$ cat src/rtl/ciota_pkg.sv
package ciota_pkg;

  // Default geometry shared by the block and its bench.
  localparam int unsigned CI_MASK_W   = 64;
  localparam int unsigned CI_LEN_IN_W = 8;
  localparam int unsigned CI_STRIDE_W = 16;

  // Run controller states.
  typedef enum logic [0:0] {
    RUN_IDLE = 1'b0,
    RUN_EMIT = 1'b1
  } run_state_e;

endpackage

$ cat src/rtl/ciota_ctrl.sv
module ciota_ctrl
  import ciota_pkg::*;
#(
  parameter int unsigned MASK_W   = CI_MASK_W,
  parameter int unsigned LEN_IN_W = CI_LEN_IN_W,
  parameter int unsigned CNT_W    = $clog2(MASK_W + 1)
) (
  input  logic                clk,
  input  logic                rst_n,
  input  logic                start,
  input  logic [LEN_IN_W-1:0] len_req,
  output logic                load,
  output logic                step,
  output logic                last,
  output logic                busy
);

  // Clamp the requested length to the mask width.
  function automatic logic [CNT_W-1:0] clamp_len(input logic [LEN_IN_W-1:0] req);
    if (int'(req) > int'(MASK_W)) return CNT_W'(MASK_W);
    return CNT_W'(req);
  endfunction

  run_state_e       state_q;
  logic [CNT_W-1:0] remain_q;
  logic [CNT_W-1:0] eff_len;

  assign eff_len = clamp_len(len_req);
  assign busy    = (state_q == RUN_EMIT);
  assign load    = start && !busy && (eff_len != '0);
  assign step    = busy;
  assign last    = busy && (remain_q == CNT_W'(1));

  always_ff @(posedge clk or negedge rst_n) begin
    if (!rst_n) begin
      state_q  <= RUN_IDLE;
      remain_q <= '0;
    end else if (load) begin
      state_q  <= RUN_EMIT;
      remain_q <= eff_len;
    end else if (busy) begin
      remain_q <= remain_q - CNT_W'(1);
      if (last) state_q <= RUN_IDLE;
    end
  end

endmodule

$ cat src/rtl/ciota_mask_shift.sv
module ciota_mask_shift #(
  parameter int unsigned MASK_W = 64
) (
  input  logic              clk,
  input  logic              rst_n,
  input  logic              load,
  input  logic              step,
  input  logic [MASK_W-1:0] mask_in,
  output logic              cur_bit
);

  logic [MASK_W-1:0] sh_q;

  // Position 0 sits at the MSB; each step exposes the next position.
  always_ff @(posedge clk or negedge rst_n) begin
    if (!rst_n) begin
      sh_q <= '0;
    end else if (load) begin
      sh_q <= mask_in;
    end else if (step) begin
      sh_q <= {sh_q[MASK_W-2:0], 1'b0};
    end
  end

  assign cur_bit = sh_q[MASK_W-1];

endmodule

$ cat src/rtl/ciota_accum.sv
module ciota_accum #(
  parameter int unsigned STRIDE_W = 16,
  parameter int unsigned CNT_W    = 7,
  parameter int unsigned ELEM_W   = STRIDE_W + CNT_W
) (
  input  logic                clk,
  input  logic                rst_n,
  input  logic                load,
  input  logic                step,
  input  logic                cur_bit,
  input  logic [STRIDE_W-1:0] stride_in,
  output logic [ELEM_W-1:0]   elem,
  output logic [CNT_W-1:0]    count,
  output logic [STRIDE_W-1:0] stride_q
);

  // One adder: the stride is added only after a set position is emitted.
  function automatic logic [ELEM_W-1:0] next_elem(
    input logic [ELEM_W-1:0]   acc,
    input logic                hit,
    input logic [STRIDE_W-1:0] stride
  );
    return hit ? acc + ELEM_W'(stride) : acc;
  endfunction

  function automatic logic [CNT_W-1:0] next_count(
    input logic [CNT_W-1:0] cnt,
    input logic             hit
  );
    return cnt + CNT_W'(hit);
  endfunction

  logic [ELEM_W-1:0] acc_q;
  logic [CNT_W-1:0]  cnt_q;

  always_ff @(posedge clk or negedge rst_n) begin
    if (!rst_n) begin
      acc_q    <= '0;
      cnt_q    <= '0;
      stride_q <= '0;
    end else if (load) begin
      acc_q    <= '0;
      cnt_q    <= '0;
      stride_q <= stride_in;
    end else if (step) begin
      acc_q <= next_elem(acc_q, cur_bit, stride_q);
      cnt_q <= next_count(cnt_q, cur_bit);
    end
  end

  assign elem  = acc_q;
  assign count = cnt_q;

endmodule

$ cat src/rtl/ciota_gen.sv
module ciota_gen
  import ciota_pkg::*;
#(
  parameter int unsigned MASK_W   = CI_MASK_W,
  parameter int unsigned LEN_IN_W = CI_LEN_IN_W,
  parameter int unsigned STRIDE_W = CI_STRIDE_W,
  localparam int unsigned CNT_W   = $clog2(MASK_W + 1),
  localparam int unsigned ELEM_W  = STRIDE_W + CNT_W
) (
  input  logic                clk,
  input  logic                rst_n,
  input  logic                start,
  input  logic [MASK_W-1:0]   mask_in,
  input  logic [LEN_IN_W-1:0] len_in,
  input  logic [STRIDE_W-1:0] stride_in,
  output logic                busy,
  output logic                out_valid,
  output logic                out_last,
  output logic [ELEM_W-1:0]   out_data,
  output logic [CNT_W-1:0]    out_total
);

  // Internal events, named for the bound checker.
  logic                load;
  logic                step;
  logic                last;
  logic                cur_bit;
  logic [CNT_W-1:0]    count;
  logic [STRIDE_W-1:0] stride_q;
  logic [ELEM_W-1:0]   elem;

  ciota_ctrl #(
    .MASK_W  (MASK_W),
    .LEN_IN_W(LEN_IN_W),
    .CNT_W   (CNT_W)
  ) u_ctrl (
    .clk    (clk),
    .rst_n  (rst_n),
    .start  (start),
    .len_req(len_in),
    .load   (load),
    .step   (step),
    .last   (last),
    .busy   (busy)
  );

  ciota_mask_shift #(
    .MASK_W(MASK_W)
  ) u_mask (
    .clk    (clk),
    .rst_n  (rst_n),
    .load   (load),
    .step   (step),
    .mask_in(mask_in),
    .cur_bit(cur_bit)
  );

  ciota_accum #(
    .STRIDE_W(STRIDE_W),
    .CNT_W   (CNT_W),
    .ELEM_W  (ELEM_W)
  ) u_acc (
    .clk      (clk),
    .rst_n    (rst_n),
    .load     (load),
    .step     (step),
    .cur_bit  (cur_bit),
    .stride_in(stride_in),
    .elem     (elem),
    .count    (count),
    .stride_q (stride_q)
  );

  assign out_valid = step;
  assign out_last  = last;
  assign out_data  = elem;
  assign out_total = last ? count + CNT_W'(cur_bit) : '0;

endmodule

$ cat config.mk
export PLATFORM = sky130hd
export DESIGN_NAME = ciota_gen
export DESIGN_NICKNAME = d
export VERILOG_FILES = /design/src/rtl/ciota_pkg.sv /design/src/rtl/ciota_ctrl.sv /design/src/rtl/ciota_mask_shift.sv /design/src/rtl/ciota_accum.sv /design/src/rtl/ciota_gen.sv
export SDC_FILE = /design/constraint.sdc
export NUM_CORES = 1
export LEC_CHECK = 0
export ABC_AREA = 1
export CAP_MARGIN = 20
export CORE_MARGIN = 2
export CORE_UTILIZATION = 55
export DETAILED_ROUTE_END_ITERATION = 7
export DONT_BUFFER_PORTS = 1
export HOLD_SLACK_MARGIN = 0.06
export PLACE_DENSITY = 0.74
export RECOVER_POWER = 25
export REMOVE_ABC_BUFFERS = 1
export SYNTH_ARGS = -nofsm -noshare
export SYNTH_HDL_FRONTEND = slang
export SYNTH_SLANG_ARGS = --single-unit
$ cat constraint.sdc
create_clock -name clk -period 5.6 [get_ports clk]
set_input_delay 0.28 -clock clk [delete_from_list [all_inputs] [get_ports clk]]
set_output_delay 0.28 -clock clk [all_outputs]
set_load 0.05 [all_outputs]
After elaboration in Yosys (flattened, before gate mapping)
Index checks and enable logic that the tools add are counted.
W data, S select, Z words.

operators by class
  add/subtract/negate cells = 3
  $lt $le $gt $ge = 1
  eq/ne operators = 1
  muxes and demuxes = 16
  reductions and logical operators = 8

operators with widths
  operator               count
  $mux W64               2
  $mux W23               3
  $mux W7                7
  $add A23 B16 Y23       1
  $gt A8 B7 Y1 const B   1
  $add A7 B1 Y7          1
  $eq A7 B1 Y1 const B   1
  $reduce_bool A7 Y1     1
  $sub A7 B1 Y7 const B  1
  $mux W1                4
  $reduce_bool A2 Y1     2
  $logic_and A1 B1 Y1    3
  $reduce_and A2 Y1      1
  $logic_not A1 Y1       1

storage, ports and cells
  bits in registers = 118
  output and inout bits = 33
  word-level logic and storage cells = 35

Longest topological paths before layout
Gate-level depths: netlist of run 1.

  depth after elaboration = 7
  gate-level depth with buffers = 12
  mapped depth without buffers = 12

Hierarchy
A second synthesis of run 1 with hierarchy kept.

unflattened totals
  cells, all modules = 882
  area, all modules = 6646.4 sq um

by module, submodules not included
  module            times used  cells an instance  area each (sq um)
  ciota_accum       1           407                2947.8
  ciota_mask_shift  1           347                2892.8
  ciota_ctrl        1           96                 636.9
  ciota_gen         1           32                 168.9

Least setup slack after synthesis of run 1
No wires, ideal clock.

  path type = reg-to-output
  start = register u_ctrl.state_q, in the netlist u_ctrl.busy
  end = output port out_total[0]
  arrival time = 2361 ps
  required time = 5320 ps
  setup slack = 2959 ps
  cell stages (with the launch flop) = 6
  buffers on the path = 3
  path through = dfrtp_1 -> buf_2 -> inv_2 -> buf_2 -> buf_2 -> nor3_1

between the ends
  cells in the longest elaborated chain, start to end = 2

RTL lines
  item                      RTL line          source
  start: declaration        ciota_ctrl.sv:24  run_state_e state_q;
  start signal: assignment  ciota_ctrl.sv:36  state_q <= RUN_IDLE;
  start signal: assignment  ciota_ctrl.sv:39  state_q <= RUN_EMIT;
  start signal: assignment  ciota_ctrl.sv:43  if (last) state_q <= RUN_IDLE;
  $logic_and A1 B1 Y1       ciota_ctrl.sv:32  assign last = busy && (remain_q == CNT_W'(1));
  $mux W7                   ciota_gen.sv:77   assign out_total = last ? count + CNT_W'(cur_bit) : '0;
  end: declaration          ciota_gen.sv:20   output logic [CNT_W-1:0] out_total

No other way between the ends.

Worst setup path after layout of run 1
  start = register u_ctrl.state_q, in the netlist u_ctrl.busy
  end = register u_mask.sh_q[44]

between the ends
  cells in the longest elaborated chain, start to end = 4
  elaborated cells between the ends (all ways) = 5
  those cells by class = 1 x mux; 4 x reduce/logical

RTL lines
  item                                                   RTL line                source
  $logic_not A1 Y1                                       ciota_ctrl.sv:30        assign load = start && !busy && (eff_len != '0);
  $logic_and A1 B1 Y1 (2 in a row)                       ciota_ctrl.sv:30
  $mux W64 / $reduce_bool A2 Y1 (equally long branches)  -
  end signal: assignment                                 ciota_mask_shift.sv:19  sh_q <= mask_in;
  end signal: assignment                                 ciota_mask_shift.sv:21  sh_q <= {sh_q[MASK_W-2:0], 1'b0};
  end: declaration                                       ciota_mask_shift.sv:12  logic [MASK_W-1:0] sh_q;

Several ways; a longest one is shown, not always the timed one.
A chain may end at the register's enable or synchronous reset.

==> qor.csv, run 1 <==
stage;metric;value;unit
sta;rsz0062_at_grt;false;
floorplan;die_w;112.3;um
clock_tree;cts_setup_buffers;0;
final_layout;final_common_cell;nand2_1;
floorplan;coreArea;11420;sq um
run_status;violations;capacitance limit, slew limit;
sta;setup_ws;2.018;ns
critical_path;cp-end-kind;register;
placement;gp_congestion;0.9128;
global_route;grt_usage;28.23;%
global_route;grt_antenna_before_repair;0;
run_status;outcome;complete, but fails checks;
sta;drv_slew;119;
placement;dp.final_hpwl;10.13;mm
detailed_routing;routedWlPerCell;15.58;um
power_and_ir_drop;power_density;541.6;nW/um^2
power_and_ir_drop;pwr-share-clk;23.5;%
logic_synthesis;synth_cells;845;
placement;place_ws;2.080;ns
hold_path;min_to;u_ctrl.remain_q[3]$_DFFE_PN0P_;
critical_path;cp_data_required_time;5.91;ns
sta;fin_crit;3.582;ns
detailed_routing;viasPerCell;5.492;
detailed_routing;dr.pass1.iters;5;
final_layout;layout_common_cells;nand2_1 (323), dfrtp_1 (117), inv_1 (103);
power_and_ir_drop;power_leakage;3.869;nW
logic_synthesis;synth.distinct_cells;34;
clock_tree;cts_tree;built;
critical_path;cp.arrival;3.89;ns
clock_tree;htreeDepth;4;
hold_path;whs_path_depth;4;
clock_tree;clk_pin_slew;0.05;ns
clock_tree;cts_made_buffers;17;
sta;setup_violations;0;
power_and_ir_drop;p_comb_share;37.9;%
logic_synthesis;synth.cell_area;6452;sq um
clock_tree;clock_latency;0.41;ns
global_route;grt_pass1_vias;6199;
logic_synthesis;ys_seq_area_share;45.76;%
detailed_routing;drc;0;
detailed_routing;drt_iter0_drc;493;
placement;port_buffers;0;
critical_path;reg2regPathDepth;7;
final_layout;area_growth;21.87;%
clock_tree;clockBufferDepth;2;
critical_path;cp_max_fo;49;
sta;maxSlewHeadroom;-91.36;%
global_route;overflow;0;
final_layout;layout-drive-gt1-share;5.705;%
logic_synthesis;yosys.area.top_type_share;45.76;%
sta;finalSetupTns;0;ns
sta;worst_pin_slew;2.870;ns
sta;max_freq;279.2;MHz
logic_synthesis;synth_top_area_cell;dfrtp_1;
floorplan;io_pins;124;
detailed_routing;totalWireLength;16.70;mm
critical_path;r2r-end;u_mask.sh_q[44]$_DFFE_PN0P_;
global_route;grt_first_pass_wirelength;28.67;mm
final_layout;n_antenna_cell;0;
sta;fin_skew;0.005900;ns
critical_path;worstSetupPathType;register to register;
critical_path;slowest_stage;inv_2;
logic_synthesis;yosys_warnings;0;
clock_tree;cts_sinks;118;
floorplan;rows;39;
hold_path;hold_class;input pin to register;
hold_path;min_from;len_in[3];
floorplan;dieArea;12610;sq um
power_and_ir_drop;power_switching;0.001827;W
power_and_ir_drop;pwr-share-seq;38.6;%
critical_path;reg2reg_setup_slack;2.02;ns
global_route;grt_max_degree;119;
floorplan;initial_core_util;56.51;%
power_and_ir_drop;peakVddDrop;0.3084;mV
critical_path;reg2reg_from;u_ctrl.busy$_DFF_PN0_;
detailed_routing;route.antenna.remaining_nets;0;
final_layout;final_nets;1032;
critical_path;path_cells;buf_4, inv_2, nand3_4, inv_2, buf_4, nand2_1, o221ai_1;
floorplan;die_h;112.3;um
final_layout;final_util;68.87;%
power_and_ir_drop;swShare;42.90;%
logic_synthesis;ys_seq_elements;118;
detailed_routing;dr_total_vias;5887;
job;max_cap_violations;1;
power_and_ir_drop;p_int;0.002432;W
logic_synthesis;avgSynthCellArea;7.636;sq um
logic_synthesis;synthTopCellsByArea;dfrtp_1 (46%), nand2_1 (19%), inv_1 (6.0%), o211ai_1 (4.5%), ha_1 (3.9%);
sta;finalHoldViolations;0;
clock_tree;clock-root-buffer;clkbuf_16;
sta;timing.final.crit_share;63.96;%
critical_path;start_kind;register;
critical_path;slowest_delay;0.78;ns
==> sequential cells by signal, summed over array words and instances (netlist names) <==
| name | flops |
|---|---|
| u_mask.sh_q | 64 |
| u_acc.elem | 23 |
| u_ctrl.remain_q | 7 |
| u_ctrl.busy | 1 |
| u_acc.count | 7 |
| u_acc.stride_q | 16 |
==> kinds of logic after synthesis <==
group	synth area share, %
AOI/OAI and AO/OA	12.04
xor gates and xnor gates	0.6787
adders and majority gates	4.188
buffers and inverters	9.114
DFF	45.76
and+or+nand+nor	28.21
==> synth_stat cells <==
cell type and instances:
inv_2 4, and3_1 1, ha_1 20, nand3b_1 2
fa_1 1, nand2_2 6, a22o_1 2, dfrtp_1 118
o211ai_1 39, nand3_2 1, and2_1 1, o21ai_1 7
o31ai_1 1, nor3_1 6, xnor2_1 1, buf_2 17
nor2_1 43, nand3_1 50, o21ai_0 23, o221ai_1 20
nand2_1 323, inv_1 103, or2_1 1, buf_6 4
nand4_1 1, nor2_2 6, nand3_4 1, clkbuf_1 7
nand4_2 1, a21oi_1 25, buf_4 4, nor2_4 1
o21ai_2 1, xor2_1 4
==> worst max path at each step <==
stage                          startpoint                        endpoint  slack, ns  cells after the start
global route        u_ctrl.busy$_DFF_PN0_     u_mask.sh_q[39]$_DFFE_PN0P_       1.72                      7
CTS                 u_ctrl.busy$_DFF_PN0_  u_ctrl.remain_q[0]$_DFFE_PN0P_       2.05                      7
global placement    u_ctrl.busy$_DFF_PN0_  u_ctrl.remain_q[0]$_DFFE_PN0P_       2.18                      7
finish              u_ctrl.busy$_DFF_PN0_     u_mask.sh_q[44]$_DFFE_PN0P_       2.02                      7
floorplan           u_ctrl.busy$_DFF_PN0_                    out_total[1]       2.03                      2
detailed placement  u_ctrl.busy$_DFF_PN0_  u_ctrl.remain_q[0]$_DFFE_PN0P_       2.08                      7
==> critical path: cells and delay by family, from the launching register on <==
kind	cells	cell delay, ns
buf+inv	4	2.35
simple gates	2	0.56
flops	1	0.38
compound gates	1	0.10
==> per-layer routing <==
metal / global-route usage [%] / vias up / part of all wire (%)
li1: - / 2856 / -
met1: 33.52 / 2780 / 41
met2: 48.03 / 209 / 50
met3: 7.937 / 42 / 6.2
met4: 12.52 / 0 / 2.4
met5: 0 / - / 0
==> stage by stage <==
stage,power [W],instances,hold WS (ns),area (sq um)
6_report,0.004259,1072,0.1699,7864
2_1_floorplan,0.002795,813,-0.01559,6266
3_5_place_dp,0.003167,959,-0.01180,6479
4_1_cts,0.004252,1072,0.1473,7886
5_1_grt,0.004606,1072,0.1993,7864
3_3_place_gp,0.003103,959,-0.01145,6479
==> layout make-up <==
cell class / instances / area, sq um
fill: 886 / 3555
clock buffer: 24 / 491.7
tap: 143 / 178.9
timing repair buffer: 88 / 868.3
sequential: 118 / 2954
multi-input combinational: 588 / 2922
clock inverter: 4 / 47.55
inverter: 107 / 401.6
==> power by group through the flow <==
stage / combinational (W) / sequential, W / clock (W)
3_3_place_gp: 0.00147 / 0.00163 / 0
4_1_cts: 0.00160 / 0.00163 / 0.00101
2_1_floorplan: 0.00120 / 0.00160 / 0
5_1_grt: 0.00187 / 0.00168 / 0.00105
6_report: 0.00161 / 0.00164 / 0.00100
3_5_place_dp: 0.00152 / 0.00164 / 0
==> timing repair <==
action,in CTS,in global routing
resized for setup,0,0
hold buffers,85,0
endpoints found under the hold margin,201,0
Note: power is estimated with default switching activity, not from simulation.
==> run 2, diff against run 1 <==
ABC_AREA = 0   (was 1)
PLACE_DENSITY = 0.77   (was 0.74)
clock period = 3.2 ns   (was 5.6 ns; I/O delays follow)
==> qor.csv, run 2 <==
stage;metric;value;unit;change
run_status;outcome;complete, but fails checks;;
run_status;violations;capacitance limit, slew limit;;
logic_synthesis;synthTopCellsByCount;nand2_1 (140), dfrtp_1 (118), o21ai_0 (93);;
critical_path;reg2reg_from;u_ctrl.busy$_DFF_PN0_;;
final_layout;largest_register_ffs;64;;unchanged
global_route;grt_usage;27.51;%;-0.72 points
detailed_routing;routedWlPerCell;17.99;um;+16%
final_layout;final_nets;851;;-18%
sta;maxSlewHeadroom;-4.718;%;+87 points
final_layout;fin_area;7820;sq um;-0.56%
final_layout;layout-drive-gt1-share;6.915;%;+1.2 points
power_and_ir_drop;peakVddDrop;0.5584;mV;+81%
logic_synthesis;synth_cells;660;;-22%
clock_tree;cts_sinks;118;;unchanged
clock_tree;cts_made_buffers;17;;unchanged
critical_path;slowest_delay;0.72;ns;-0.06 ns
global_route;grt_first_pass_wirelength;27.07;mm;-5.6%
logic_synthesis;synth_edf_count;0;;unchanged
clock_tree;clk_pin_slew;0.06;ns;about the same
critical_path;critPathLaunch;u_ctrl.busy$_DFF_PN0_;;
placement;port_buffers;0;;unchanged
job;max_cap_violations;1;;unchanged
detailed_routing;dr_total_vias;5289;;-10%
logic_synthesis;synth.most_common_cell;nand2_1;;
hold_path;hold_class;input pin to register;;
critical_path;cp_max_fo;46;;-6.1%
power_and_ir_drop;power_density;471.3;nW/um^2;-13%
detailed_routing;drc;0;;unchanged
final_layout;multi_input_area;3075;sq um;+5.3%
sta;fin_skew;0.008454;ns;+0.002554 ns
logic_synthesis;avgSynthCellArea;9.471;sq um;+24%
critical_path;path_cells;clkinv_1, nand2_2, a211oi_1, nand2_1, dlygate4sd3_1, o311ai_1;;
final_layout;regMostFlops;u_mask.sh_q;;
logic_synthesis;ys_seq_area_share;47.24;%;+1.5 points
clock_tree;htreeDepth;4;;unchanged
clock_tree;cts_setup_buffers;0;;unchanged
clock_tree;clock_latency;0.42;ns;about the same
critical_path;start_kind;register;;
final_layout;layout_common_cells;nand2_1 (140), dfrtp_1 (117), o21ai_0 (93);;
sta;timing.final.crit_share;84.78;%;+21 points
floorplan;rows;38;;-2.6%
clock_tree;cts_tree;built;;
global_route;grt_max_degree;119;;unchanged
detailed_routing;route.antenna.remaining_nets;0;;unchanged
placement;dp.final_hpwl;9.255;mm;-8.6%
sta;worst_pin_slew;1.571;ns;-1.300 ns
sta;setup_ws;0.4869;ns;-1.531 ns
global_route;overflow;0;;unchanged
logic_synthesis;ys_seq_elements;118;;unchanged
critical_path;cp.arrival;2.98;ns;-0.91 ns
global_route;grt_antenna_before_repair;0;;unchanged
sta;max_freq;368.6;MHz;+32%
sta;finalSetupTns;0;ns;unchanged
logic_synthesis;synth.distinct_cells;63;;+85%
sta;rsz0062_at_grt;false;;
sta;fin_crit;2.713;ns;-0.8690 ns
critical_path;worstSetupPathType;register to register;;
sta;setup_violations;0;;unchanged
detailed_routing;totalWireLength;16.05;mm;-3.9%
detailed_routing;viasPerCell;5.929;;+8.0%
critical_path;cp_data_required_time;3.47;ns;-2.44 ns
sta;drv_slew;119;;unchanged
logic_synthesis;synth.cell_area;6251;sq um;-3.1%
clock_tree;clockBufferDepth;2;;unchanged
logic_synthesis;synthTopCellsByArea;dfrtp_1 (47%), mux2i_1 (11%), nand2_1 (8.4%), o21ai_0 (7.4%), ha_1 (4.0%);;
power_and_ir_drop;power_leakage;3.621;nW;-6.4%
critical_path;slowest_stage;dfrtp_4;;
floorplan;die_h;110.6;um;-1.5%
logic_synthesis;synth_top_area_cell;dfrtp_1;;
placement;place_ws;0.5802;ns;-1.500 ns
final_layout;final_common_cell;nand2_1;;
logic_synthesis;synth_ff_type;dfrtp_1;;
placement;gp_congestion;0.8913;;-2.4%
final_layout;final-seq-area;2957;sq um;about the same
final_layout;fillers;737;;-17%
detailed_routing;drt_iter0_drc;350;;-29%
floorplan;io_pins;124;;unchanged
floorplan;dieArea;12230;sq um;-3.0%
floorplan;die_w;110.6;um;-1.5%
floorplan;initial_core_util;56.92;%;+0.41 points
logic_synthesis;yosys.area.top_type_share;47.24;%;+1.5 points
power_and_ir_drop;total_power;0.003686;W;-13%
logic_synthesis;yosys_warnings;0;;unchanged
placement;dpl_cell_area;6297;sq um;-2.8%
critical_path;worst-path-buf-inv;2;;-2
sta;finalHoldViolations;0;;unchanged
final_layout;n_antenna_cell;0;;unchanged
critical_path;path_delay_family;buffers and inverters;;
final_layout;area_growth;25.10;%;
detailed_routing;dr.pass1.iters;5;;unchanged
floorplan;coreArea;10980;sq um;-3.8%
critical_path;cp-end-kind;register;;
logic_synthesis;ys_async_sr_fraction;100.0;%;unchanged
final_layout;final_util;71.20;%;+2.3 points
global_route;grt_pass1_vias;5474;;-12%
clock_tree;clock-root-buffer;clkbuf_16;;
hold_path;min_from;len_in[7];;
[run 2: cell count changes in the layout (fill, tap and decap cells not counted), sizes merged, moves of 20 or more]
cell / delta
nand2: -188
mux2i: +68
o21ai: +67
o211ai: -36
inv: -93
nand3: -31
nor2: -23
o221ai: -20
[run 2: final cells by class]
| cell class | count | area share (%) |
|---|---|---|
| Tap cell | 140 | 2.240 |
| Timing Repair Buffer | 96 | 12.06 |
| Multi-Input combinational cell | 494 | 39.33 |
| Sequential cell | 118 | 37.81 |
| Inverter | 12 | 0.5760 |
| Clock inverter | 13 | 2.192 |
| Clock buffer | 19 | 5.792 |
[run 2: path summary, 6_finish.rpt]
check                      slack (ns)                        endpoint  cells past startpoint
max                              0.49  u_ctrl.remain_q[1]$_DFFE_PN0P_                      6
min                              0.08  u_ctrl.remain_q[0]$_DFFE_PN0P_                      3
max reg2reg                      0.49  u_ctrl.remain_q[1]$_DFFE_PN0P_                      6
min reg2reg                      0.48   u_acc.stride_q[0]$_DFFE_PN0N_                      2
max in group asynchronous        1.30           u_ctrl.busy$_DFF_PN0_                      2
min in group asynchronous        0.75      u_acc.elem[11]$_DFFE_PN0P_                      2
[run 2: report_power, final]
group | leakage, nW | internal, W | switching, W
sequential | 1.43 | 0.00149 | 0.00000101
clock | 0.301 | 0.00128 | 0.000720
combinational | 1.89 | 0.000107 | 0.0000874
total | 3.62 | 0.00288 | 0.000809
[run 2: cells by family after synthesis]
family | count (synthesis) | synth area share, %
flops | 118 | 47.24
simple gates | 225 | 15.47
xor+xnor | 18 | 2.522
buf+inv | 48 | 3.803
mux | 68 | 10.89
compound gates | 162 | 15.75
fa+ha+maj | 21 | 4.323
[run 2: per-layer routing]
| layer | vias up | global-route usage, % | share of wire, % |
|---|---|---|---|
| li1 | 2495 | - | - |
| met1 | 2567 | 32.45 | 41 |
| met2 | 196 | 46.79 | 51 |
| met3 | 31 | 8.782 | 6.7 |
| met4 | 0 | 10.75 | 1.8 |
| met5 | - | 0 | 0 |
[run 2: tightest hold or removal path: stages]
cell      delay, ns
a211oi_1       0.04
a22oi_1        0.13
o21ai_0        0.10
[run 2: what timing repair did]
item,in CTS,in global routing
endpoints found under the hold margin,204,0
gates resized for setup,0,0
hold buffers,90,0
[run 2: through the flow]
| stage | hold WS [ns] | cells |
|---|---|---|
| 3_3_place_gp | -0.1311 | 770 |
| 3_5_place_dp | -0.1312 | 770 |
| 5_1_grt | 0.1184 | 892 |
| 6_report | 0.07815 | 892 |
| 4_1_cts | 0.06300 | 892 |
| 2_1_floorplan | -0.1356 | 624 |
